### src/rtl/uart_tx_pkg.sv
package uart_tx_pkg;
  localparam logic IDLE_LVL  = 1'b1;
  localparam logic START_LVL = 1'b0;
  localparam logic STOP_LVL  = 1'b1;

  function automatic int frame_len(input int data_w);
    return data_w + 2;
  endfunction
endpackage

### src/rtl/cts_sync.sv
module cts_sync #(
  parameter int   STAGES    = 2,
  parameter logic RESET_VAL = 1'b1
) (
  input  logic clk_i,
  input  logic rst_ni,
  input  logic async_i,
  output logic sync_o
);
  logic [STAGES-1:0] q;

  always_ff @(posedge clk_i or negedge rst_ni) begin
    if (!rst_ni) q <= {STAGES{RESET_VAL}};
    else         q <= {q[STAGES-2:0], async_i};
  end

  assign sync_o = q[STAGES-1];
endmodule

### src/rtl/tx_holding.sv
module tx_holding #(
  parameter int DATA_W = 8
) (
  input  logic              clk_i,
  input  logic              rst_ni,
  input  logic              wr_i,
  input  logic [DATA_W-1:0] wr_data_i,
  input  logic              take_i,
  output logic              full_o,
  output logic [DATA_W-1:0] data_o
);
  always_ff @(posedge clk_i or negedge rst_ni) begin
    if (!rst_ni) begin
      full_o <= 1'b0;
      data_o <= '0;
    end else if (wr_i) begin
      // write wins over a simultaneous take: shifter gets old byte
      full_o <= 1'b1;
      data_o <= wr_data_i;
    end else if (take_i) begin
      full_o <= 1'b0;
    end
  end
endmodule

### src/rtl/tx_shifter.sv
module tx_shifter
  import uart_tx_pkg::*;
#(
  parameter int DATA_W        = 8,
  parameter int TICKS_PER_BIT = 4
) (
  input  logic              clk_i,
  input  logic              rst_ni,
  input  logic              tick_i,
  input  logic              gate_i,
  input  logic              load_i,
  input  logic [DATA_W-1:0] data_i,
  output logic              busy_o,
  output logic              txd_o
);
  localparam int FRAME_W = frame_len(DATA_W);
  localparam int IDX_W   = $clog2(FRAME_W);
  localparam int TCNT_W  = (TICKS_PER_BIT > 1) ? $clog2(TICKS_PER_BIT) : 1;
  localparam logic [IDX_W-1:0]  LAST_BIT  = IDX_W'(FRAME_W - 1);
  localparam logic [TCNT_W-1:0] LAST_TICK = TCNT_W'(TICKS_PER_BIT - 1);

  logic [FRAME_W-1:0] sr;
  logic [IDX_W-1:0]   bit_idx;
  logic [TCNT_W-1:0]  tcnt;
  logic               advance;

  assign advance = busy_o && tick_i && !gate_i;

  always_ff @(posedge clk_i or negedge rst_ni) begin
    if (!rst_ni) begin
      sr      <= {FRAME_W{IDLE_LVL}};
      bit_idx <= '0;
      tcnt    <= '0;
      busy_o  <= 1'b0;
    end else if (load_i) begin
      sr      <= {STOP_LVL, data_i, START_LVL};
      bit_idx <= '0;
      tcnt    <= '0;
      busy_o  <= 1'b1;
    end else if (advance) begin
      if (tcnt == LAST_TICK) begin
        tcnt <= '0;
        sr   <= {IDLE_LVL, sr[FRAME_W-1:1]};
        if (bit_idx == LAST_BIT) busy_o <= 1'b0;
        else                     bit_idx <= bit_idx + 1'b1;
      end else begin
        tcnt <= tcnt + 1'b1;
      end
    end
  end

  assign txd_o = busy_o ? sr[0] : IDLE_LVL;
endmodule

### src/rtl/cts_uart_tx.sv
module cts_uart_tx #(
  parameter int DATA_W        = 8,
  parameter int TICKS_PER_BIT = 4,
  parameter int SYNC_STAGES   = 2
) (
  input  logic              clk_i,
  input  logic              rst_ni,
  input  logic              baud_tick_i,
  input  logic              wr_i,
  input  logic [DATA_W-1:0] wr_data_i,
  input  logic              auto_cts_en_i,
  input  logic              fifo_en_i,
  input  logic              cts_ni,
  output logic              txd_o,
  output logic              thr_empty_o
);
  logic              cts_n_s;
  logic              tx_gate;
  logic              hold_full;
  logic [DATA_W-1:0] hold_data;
  logic              shift_busy;
  logic              load;

  cts_sync #(.STAGES(SYNC_STAGES), .RESET_VAL(1'b1)) u_sync (
    .clk_i   (clk_i),
    .rst_ni  (rst_ni),
    .async_i (cts_ni),
    .sync_o  (cts_n_s)
  );

  // auto gate only exists in FIFO mode
  assign tx_gate = auto_cts_en_i && fifo_en_i && cts_n_s;
  assign load    = hold_full && !shift_busy && !tx_gate;

  tx_holding #(.DATA_W(DATA_W)) u_hold (
    .clk_i     (clk_i),
    .rst_ni    (rst_ni),
    .wr_i      (wr_i),
    .wr_data_i (wr_data_i),
    .take_i    (load),
    .full_o    (hold_full),
    .data_o    (hold_data)
  );

  tx_shifter #(.DATA_W(DATA_W), .TICKS_PER_BIT(TICKS_PER_BIT)) u_shift (
    .clk_i  (clk_i),
    .rst_ni (rst_ni),
    .tick_i (baud_tick_i),
    .gate_i (tx_gate),
    .load_i (load),
    .data_i (hold_data),
    .busy_o (shift_busy),
    .txd_o  (txd_o)
  );

  assign thr_empty_o = !hold_full;
endmodule

### config.mk
export PLATFORM = sky130hd
export DESIGN_NAME = cts_uart_tx
export DESIGN_NICKNAME = d
export VERILOG_FILES = /design/src/rtl/uart_tx_pkg.sv /design/src/rtl/cts_sync.sv /design/src/rtl/tx_holding.sv /design/src/rtl/tx_shifter.sv /design/src/rtl/cts_uart_tx.sv
export SDC_FILE = /design/constraint.sdc
export NUM_CORES = 1
export LEC_CHECK = 0
export BUFFER_PORTS_ARGS = -buffer_cell sky130_fd_sc_hd__buf_4
export CORE_ASPECT_RATIO = 1.2
export CORE_MARGIN = 4
export CORE_UTILIZATION = 30
export CTS_CLUSTER_SIZE = 20
export DETAILED_ROUTE_END_ITERATION = 8
export PLACE_DENSITY = 0.51
export SYNTH_ARGS = -nofsm -noshare
export SYNTH_HDL_FRONTEND = slang
export SYNTH_HIERARCHICAL = 1
export SYNTH_SLANG_ARGS = --single-unit
### constraint.sdc
create_clock -name clk_i -period 1.9 [get_ports clk_i]
set_clock_uncertainty 0.15 [all_clocks]
set_input_delay 0.285 -clock clk_i [delete_from_list [all_inputs] [get_ports clk_i]]
set_output_delay 0.285 -clock clk_i [all_outputs]
set_load 0.01 [all_outputs]
Yosys cells after proc, flatten, opt, wreduce, memory -nomap -nowiden. Index checks and enable logic that the tools add are counted.

$add $sub $neg: 2. Multipliers: 0. Div/mod/pow operators: 0. $lt $le $gt $ge: 0. Eq/ne operators: 3. Shifts and indexed selects: 0. Multiplexer cells: 17. Bitwise operators: 0. Reductions and logical operators: 16.

Operators with widths (count): $mux W10 (3); $mux W4 (4); $reduce_bool A2 Y1 (4); $mux W1 (7); $logic_and A1 B1 Y1 (6); $mux W2 (3); $reduce_and A3 Y1 (2); $add A4 B1 Y4 const B (1); $eq A4 B4 Y1 const B (1); $logic_not A1 Y1 (3); $add A2 B1 Y2 const B (1); $eq A2 B2 Y1 const B (1); $ne A2 B2 Y1 const B (1); $reduce_and A2 Y1 (1).

Register bits after elaboration: 28. Latch bits: 0. Memory bits (writable): 0. ROM bits: 0. Input port bits: 15. Output and inout bits: 2. Word-level logic and storage cells: 45. Memories kept: 0.

Logic depth before layout (Yosys ltp). Gate-level depths: netlist of run 1.

Depth after elaboration: 6. Gate-level depth with buffers: 6. Gate-level depth less buffers: 5.

Hierarchy. The synthesis of run 1 kept the hierarchy.

Modules (own cells, without submodules): tx_shifter (instances 1, cells an instance 79, area each 815.8 um^2); tx_holding (instances 1, cells an instance 20, area each 369.1 um^2); cts_sync (instances 1, cells an instance 2, area each 52.6 um^2); cts_uart_tx (instances 1, cells an instance 3, area each 25.0 um^2).

Worst setup path before layout of run 1. Ideal clock, no wire load.

Path kind: register to register. Start: register u_sync.q[1]. End: register u_shift.bit_idx[2]. Arrival time: 1.351 ns. Data required time: 1.685 ns. Slack: 0.333 ns. Cell stages (with the launch flop): 6. Buffers on the path: 1. Clock period less this slack: 1.567 ns. Cell sequence: dfstp_2 -> and3_4 -> and4b_2 -> buf_2 -> a211o_1 -> nand2_1.

Cells in the longest elaborated chain, start to end: 5. Elaborated cells between the ends (all ways): 9.

Ends and longest elaborated chain: from (decl) (line cts_sync.sv:10) `logic [STAGES-1:0] q;`; from (signal assigned) (line cts_sync.sv:13) `if (!rst_ni) q <= {STAGES{RESET_VAL}};`; from (signal assigned) (line cts_sync.sv:14) `else q <= {q[STAGES-2:0], async_i};`; $logic_and A1 B1 Y1 * (line cts_uart_tx.sv:32) `assign tx_gate = auto_cts_en_i && fifo_en_i && cts_n_s;`; named net tx_gate (line cts_uart_tx.sv:18) `logic tx_gate;`; $logic_not A1 Y1 * (line tx_shifter.sv:27, cts_uart_tx.sv:33); $logic_and A1 B1 Y1 (on tied branches) (line cts_uart_tx.sv:33, tx_shifter.sv:27); $ne A2 B2 Y1 (no source line) or $reduce_bool A2 Y1 (tied branches); $reduce_and A3 Y1 (no source line); to (signal assigned) (line tx_shifter.sv:45) `else bit_idx <= bit_idx + 1'b1;`; to (decl) (line tx_shifter.sv:23) `logic [IDX_W-1:0] bit_idx;`.

The timed path passes the listed nets; every way through them passes the cells marked *. A chain may end at the register's enable or synchronous reset.

Final worst setup path of run 1.
Start: register u_sync.q[1]. End: register u_shift.bit_idx[0].

Same word-level chain as after synthesis.

==> results of run 1 <==
-- metal layers --
layer,routed length (um),vias up,share of wire [%]
met5,0,-,0
met4,18,0,0.86
li1,-,390,-
met1,945,373,45
met2,1070,10,51
met3,61,2,2.9
-- cell type report --
cell class,count,area share (%)
multi-input combinational,67,34.6
tap,54,4.50
clock buffer,3,2.75
clock inverter,1,0.334
timing repair buffer,21,10.8
inverter,4,1.00
sequential,27,46.0
-- cell families (layout without fill, tap and decap cells) --
group | count (synthesis) | in the layout | synth area share, %
compound gates | 15 | 15 | 6.84
xor+xnor | 1 | 1 | 0.694
fa+ha+maj | 3 | 3 | 2.97
buf+inv | 10 | 29 | 4.26
flops | 27 | 27 | 54.6
mux | 18 | 18 | 17.6
simple gates | 30 | 30 | 13.0
-- metrics by stage --
step | cell area (um2) | util, % | hold WS [ps] | instances | worst slack, ps
after floorplan | 1260 | - | -161 | 104 | 333
after global placement | 1430 | 35.8 | 67.6 | 171 | 251
after detailed placement | 1430 | 35.8 | 69.1 | 171 | 216
after CTS | 1500 | 37.5 | 74.9 | 177 | 253
after global routing | 1500 | 37.5 | 78.4 | 177 | 191
final | 1500 | 37.5 | 86.5 | 177 | 262
-- sequential cells by signal, summed over array words and instances, names as in the netlist --
signal	flops
u_hold/data_o	8
u_hold/full_o	1
u_shift/bit_idx	4
u_shift/busy_o	1
u_shift/sr	9
u_shift/tcnt	2
u_sync/q	2
-- synthesized netlist by cell type (all sizes together) --
master  count  area [um2]
a31oi       1        6.26
nor2b       1        6.26
clkbuf      3        11.3
buf         3        27.5
and3        1        11.3
nand4b      1        15.0
mux2       10         143
or3         1        6.26
dfstp      11         289
and4b       1        11.3
xor2        1        8.76
a21oi       2        10.0
nor2        7        26.3
a211o       1        8.76
nand2      12        45.0
nand3       1        5.00
nand2b      1        6.26
nand4       1        6.26
nand3b      1        7.51
inv         4        15.0
a21o        1        8.76
o21ai       9        45.0
mux2i       8        80.1
dfrtp      16         400
nor3        1        10.0
o31ai       1        7.51
or2b        1        7.51
ha          3        37.5
-- how the worst max path moves through the flow --
stage | start | to | cells after the start
finish | u_sync/q[1] | u_shift/bit_idx[0] | 4
global route | u_sync/q[1] | u_shift/bit_idx[1] | 4
CTS | u_sync/q[1] | u_shift/bit_idx[0] | 4
detailed placement | auto_cts_en_i | u_shift/bit_idx[0] | 5
global placement | auto_cts_en_i | u_shift/bit_idx[0] | 5
floorplan | u_sync/q[1] | u_shift/bit_idx[2] | 5
-- power breakdown --
| part | leakage (nW) | total (mW) | internal, mW | switching [mW] |
|---|---|---|---|---|
| Clock | 0.0255 | 0.319 | 0.147 | 0.172 |
| Combinational | 0.368 | 0.614 | 0.315 | 0.299 |
| Sequential | 0.300 | 0.941 | 0.816 | 0.125 |
| Total | 0.693 | 1.87 | 1.28 | 0.596 |
-- timing repair --
item | 4_1_cts | 5_1_grt
hold endpoints to repair | 17 | 0
resized for setup | 0 | 0
setup buffers | 0 | 0
hold buffers | 2 | 0
-- worst reg2reg max path, cell delays in order (launching register included) --
cell      delay [ps]
dfstp_2          370
and3_4           170
nand4b_2         220
a31oi_1          260
mux2_2           370
==> metrics.md, run 1 <==
| Metric | Value |
|---|---|
| Worst path max stage delay | `370 ps` |
| Leakage | `0.693 nW` |
| Max-slew violation count | `0` |
| Most frequent cells in the layout | `19 x buf_4, 16 x dfrtp_1, 12 x nand2_1` |
| Clock sinks | `27` |
| Syn_nets | `122` |
| Data arrival, critical path | `1650 ps` |
| CTS tree | `built` |
| DRT iter0 DRCs | `11` |
| Die ar. | `5310 um2` |
| Syn_area_per_cell | `12.1 um2` |
| Core outline area | `4000 um2` |
| Clock transition at the registers of the reported paths | `90 ps` |
| Drc violations | `0` |
| Synth cell types | `30` |
| Largest net degree at the start of global routing | `28` |
| CP required | `1910 ps` |
| First-pass GRT wire length | `3730 um` |
| RSZ-0062 raised after global routing | `false` |
| Clock Path Buffers | `2` |
| Wire length per cell | `11.8 um` |
| Met2 Track Usage GR | `15.6%` |
| Critical path launch point type | `flop` |
| Relative slew slack | `77.2%` |
| Final ANT Viol Nets | `0` |
| Slew of the pin with the lowest slew margin | `343 ps` |
| Gp weighted congestion | `0.772` |
| Register area share after synthesis | `54.6%` |
| CP Class | `reg2reg` |
| Vias in the first global route | `890` |
| Nets | `142` |
| Initial antenna violation count | `0` |
| Worst setup EP type | `flop` |
| Fillers | `425` |
| DR vias/cell | `4.38` |
| Dpl hpwl | `1500 um` |
| CTS Root Cell | `clkbuf_8` |
| Crit-path cells | `and3_4, nand4b_2, a31oi_1, mux2_2` |
| Period utilization | `86.2%` |
| Total Negative Setup Slacks | `0 ps` |
| Total Wirelength | `2100 um` |
| Met1 usage | `10.9%` |
| GRT met3 Usage | `1.70%` |
| Fin. Hold Viols | `0` |
| Grt total ovfl | `0` |
| Most Used Layer, Global Route | `met2` |
| Final Critical Period | `1640 ps` |
| Ant diodes | `0` |
| Cell row count | `25` |
| Clock latency on the worst-skew pair | `270 ps` |
| Max-cap violations | `0` |
| I/O pins | `17` |
| Worst Min Path Start | `wr_data_i[5]` |
| Most common cell after layout, fill and taps aside | `buf_4` |
| YS warnings | `6` |
| WP buf/inv | `0` |
| Finish-stage setup viols | `0` |
| Area Overhead vs Synth | `18.8%` |
| PortBufs | `16` |
| Worst path slowest cell | `dfstp_2` |
| #FFs+latches synth | `27` |
| H-tree depth | `1` |
| Register area | `689 um2` |
| Tot GR Track Use | `9.09%` |
| R2R Setup Slk | `260 ps` |
| Power Density | `1250 nW/um2` |
| Fmax | `611 MHz` |
| Die W | `67.2 um` |
| Status | `complete, no violations` |
| Starting Density | `31.5%` |
| Ratio of cells with drive above 1 in the final layout | `39.8%` |
| CP max FO | `4` |
| Area occupied by multi-input gates | `519 um2` |
| Mapped Area | `1260 um2` |
| Worst hold-check path type | `in2reg` |
| Routed vias | `775` |
| Number of buffers created by CTS | `3` |
| Reg-to-reg endpoint | `u_shift/bit_idx[0]` |
| Tot Pwr | `1.87 mW` |
| Hold Crit Endpoint | `u_hold/data_o[5]` |
| CP delay by family, top | `simple AND/OR/NAND/NOR gates` |
| Die Y | `79.1 um` |
| Hold Crit Depth | `2` |
| R2R Path Start | `u_sync/q[1]` |
| First-pass iteration count of the detailed router | `4` |
| Post-Syn Instances | `104` |
| R2R depth | `4` |
| Peak VDD IR | `0.000516 V` |
No activity file was read; power rests on OpenSTA's default activity.
==> inputs of run 2 (changes only) <==
--- a/config.mk
+++ b/config.mk
@@ -12,7 +12,9 @@
 export CTS_CLUSTER_SIZE = 20
 export DETAILED_ROUTE_END_ITERATION = 8
 export PLACE_DENSITY = 0.51
+export RECOVER_POWER = 25
 export SYNTH_ARGS = -nofsm -noshare
 export SYNTH_HDL_FRONTEND = slang
 export SYNTH_HIERARCHICAL = 1
 export SYNTH_SLANG_ARGS = --single-unit
+export TNS_END_PERCENT = 1
==> run 2 against run 1 <==
  * Sequential power is essentially flat
  * Global-route usage is the same
  * Non-clock buffer count is the same
  * Via count is the same
==> metrics.md, run 2 (synthesis results as in run 1) <==
| Metric | Value |
|---|---|
| Status | `complete, no violations` |
| Clock sinks | `27 (unchanged)` |
| Max reg flops | `9 (unchanged)` |
| Power Density | `1260 nW/um2 (+0.71%)` |
| First-pass GRT wire length | `3730 um (unchanged)` |
| Fmax | `611 MHz (about the same)` |
| Placed Area | `1430 um2 (unchanged)` |
| Period utilization | `86.2% (about the same)` |
| DRT iter0 DRCs | `13 (+2)` |
| Hold-fix buffers, CTS | `2 (unchanged)` |
| Clock transition at the registers of the reported paths | `90 ps (about the same)` |
| CP delay by family, top | `simple AND/OR/NAND/NOR gates` |
| Postcts setup bufs | `0 (unchanged)` |
| Number of buffers created by CTS | `3 (unchanged)` |
| WP buf/inv | `0 (unchanged)` |
| Worst path max stage delay | `370 ps (about the same)` |
| Most common cell after layout, fill and taps aside | `buf_4` |
| H-tree depth | `1 (unchanged)` |
| R2R depth | `4 (unchanged)` |
| Vias in the first global route | `890 (unchanged)` |
| Final Critical Period | `1640 ps (-0.0860 ps)` |
| Leakage | `0.676 nW (-2.5%)` |
| Drc violations | `0 (unchanged)` |
| Nets | `142 (unchanged)` |
| Final instance area | `1480 um2 (-1.2%)` |
| Setup WS post-layout | `262 ps (+0.0860 ps)` |
| CP max FO | `4 (unchanged)` |
| Worst path slowest cell | `dfstp_2` |
| Die ar. | `5310 um2 (unchanged)` |
| PortBufs | `16 (unchanged)` |
| Ant diodes | `0 (unchanged)` |
| DR vias/cell | `4.38 (unchanged)` |
| Final ANT Viol Nets | `0 (unchanged)` |
| Starting Density | `31.5% (unchanged)` |
| Worst hold-check path type | `in2reg` |
| Crit-path cells | `and3_4, nand4b_2, a31oi_1, mux2_2` |
| Total Negative Setup Slacks | `0 ps (unchanged)` |
| Wire length per cell | `11.8 um (-0.29%)` |
| CTS tree | `built` |
| Largest net degree at the start of global routing | `28 (unchanged)` |
| Cell row count | `25 (unchanged)` |
| Total Wirelength | `2090 um (-0.29%)` |
| Clock Path Buffers | `2 (unchanged)` |
| Tot GR Track Use | `9.09% (unchanged)` |
| Initial antenna violation count | `0 (unchanged)` |
| Peak VDD IR | `0.000509 V (-1.4%)` |
| Worst setup EP type | `flop` |
| CP required | `1910 ps (about the same)` |
| Worst hold slack | `76.1 ps (-10.4 ps)` |
| Relative slew slack | `56.1% (-21 points)` |
| Placement Setup Slack | `216 ps (unchanged)` |
| Max-slew violation count | `0 (unchanged)` |
| Ratio of cells with drive above 1 in the final layout | `36.6% (-3.3 points)` |
| Gp weighted congestion | `0.772 (unchanged)` |
| Top flop regs | `u_shift/sr x9, u_hold/data_o x8, u_shift/bit_idx x4` |
| Reg-to-reg endpoint | `u_shift/bit_idx[0]` |
| RSZ-0062 raised after global routing | `false` |
| Slew of the pin with the lowest slew margin | `659 ps (+316 ps)` |
| I/O pins | `17 (unchanged)` |
| Die W | `67.2 um (unchanged)` |
| Fin. Hold Viols | `0 (unchanged)` |
| CTS resizes | `0 (unchanged)` |
| Max-cap violations | `0 (unchanged)` |
| Grt total ovfl | `0 (unchanged)` |
| CTS Root Cell | `clkbuf_8` |
| Die Y | `79.1 um (unchanged)` |
| Dpl hpwl | `1500 um (unchanged)` |
| Core outline area | `4000 um2 (unchanged)` |
| Worst Min Path Start | `wr_data_i[3]` |
| R2R Path Start | `u_sync/q[1]` |
| Hold Crit Endpoint | `u_hold/data_o[3]` |
| Area Overhead vs Synth | `17.4%` |
| Data arrival, critical path | `1650 ps (about the same)` |
| Clock latency on the worst-skew pair | `270 ps (about the same)` |
| Most frequent cells in the layout | `17 x buf_4, 16 x dfrtp_1, 12 x nand2_1` |
| CP Class | `reg2reg` |
| Finish-stage setup viols | `0 (unchanged)` |
| First-pass iteration count of the detailed router | `4 (unchanged)` |
| Hold Crit Depth | `2 (unchanged)` |
| Routed vias | `775 (unchanged)` |
| R2R Setup Slk | `260 ps (about the same)` |
| Critical path launch point type | `flop` |
| Biggest register | `u_shift/sr` |
run 2: changes by cell type in the layout (fill, tap and decap cells not counted):
cell and delta:
clkbuf_2 +1, clkbuf_4 +1, buf_4 -2, mux2_4 -4, mux2_1 +4
run 2: layer usage:
layer  global-route usage, %  routed length [um]
met5                       0                   0
met4                    3.65                  18
met3                    1.70                  61
met2                    15.6                1070
met1                    10.9                 941
run 2: stage by stage:
step / utilization [%] / instances / power, mW
6_report: 37.0 / 177 / 1.87
3_5_place_dp: 35.8 / 171 / 1.57
2_1_floorplan: - / 104 / 1.39
3_3_place_gp: 35.8 / 171 / 1.53
5_1_grt: 37.0 / 177 / 2.03
4_1_cts: 37.5 / 177 / 1.91
run 2: worst reg2reg max path: cells and delay by family (launching register included):
family | cells | cell delay, ps
and+or+nand+nor | 2 | 390
DFF | 1 | 370
muxes | 1 | 370
AOI/OAI and AO/OA | 1 | 260
run 2: cell type report:
type,count,area (um2)
inverters,4,15.0
clock inverters,1,5.00
multi-input cells,67,504
flip-flops and latches,27,689
fillers,425,2520
clock buffers,3,41.3
well taps,54,67.6
repair buffers,21,160
run 2: worst max-delay path by stage:
stage	start	endpoint	cells after the start
6_report	u_sync/q[1]	u_shift/bit_idx[0]	4
3_3_place_gp	auto_cts_en_i	u_shift/bit_idx[0]	5
4_1_cts	u_sync/q[1]	u_shift/bit_idx[0]	4
3_5_place_dp	auto_cts_en_i	u_shift/bit_idx[0]	5
2_1_floorplan	u_sync/q[1]	u_shift/bit_idx[2]	5
5_1_grt	u_sync/q[1]	u_shift/bit_idx[1]	4
run 2: where the power goes:
part | switching, mW | total (mW) | internal, mW
Clock | 0.173 | 0.319 | 0.147
Combinational | 0.298 | 0.605 | 0.307
Sequential | 0.124 | 0.940 | 0.816
Total | 0.595 | 1.87 | 1.27
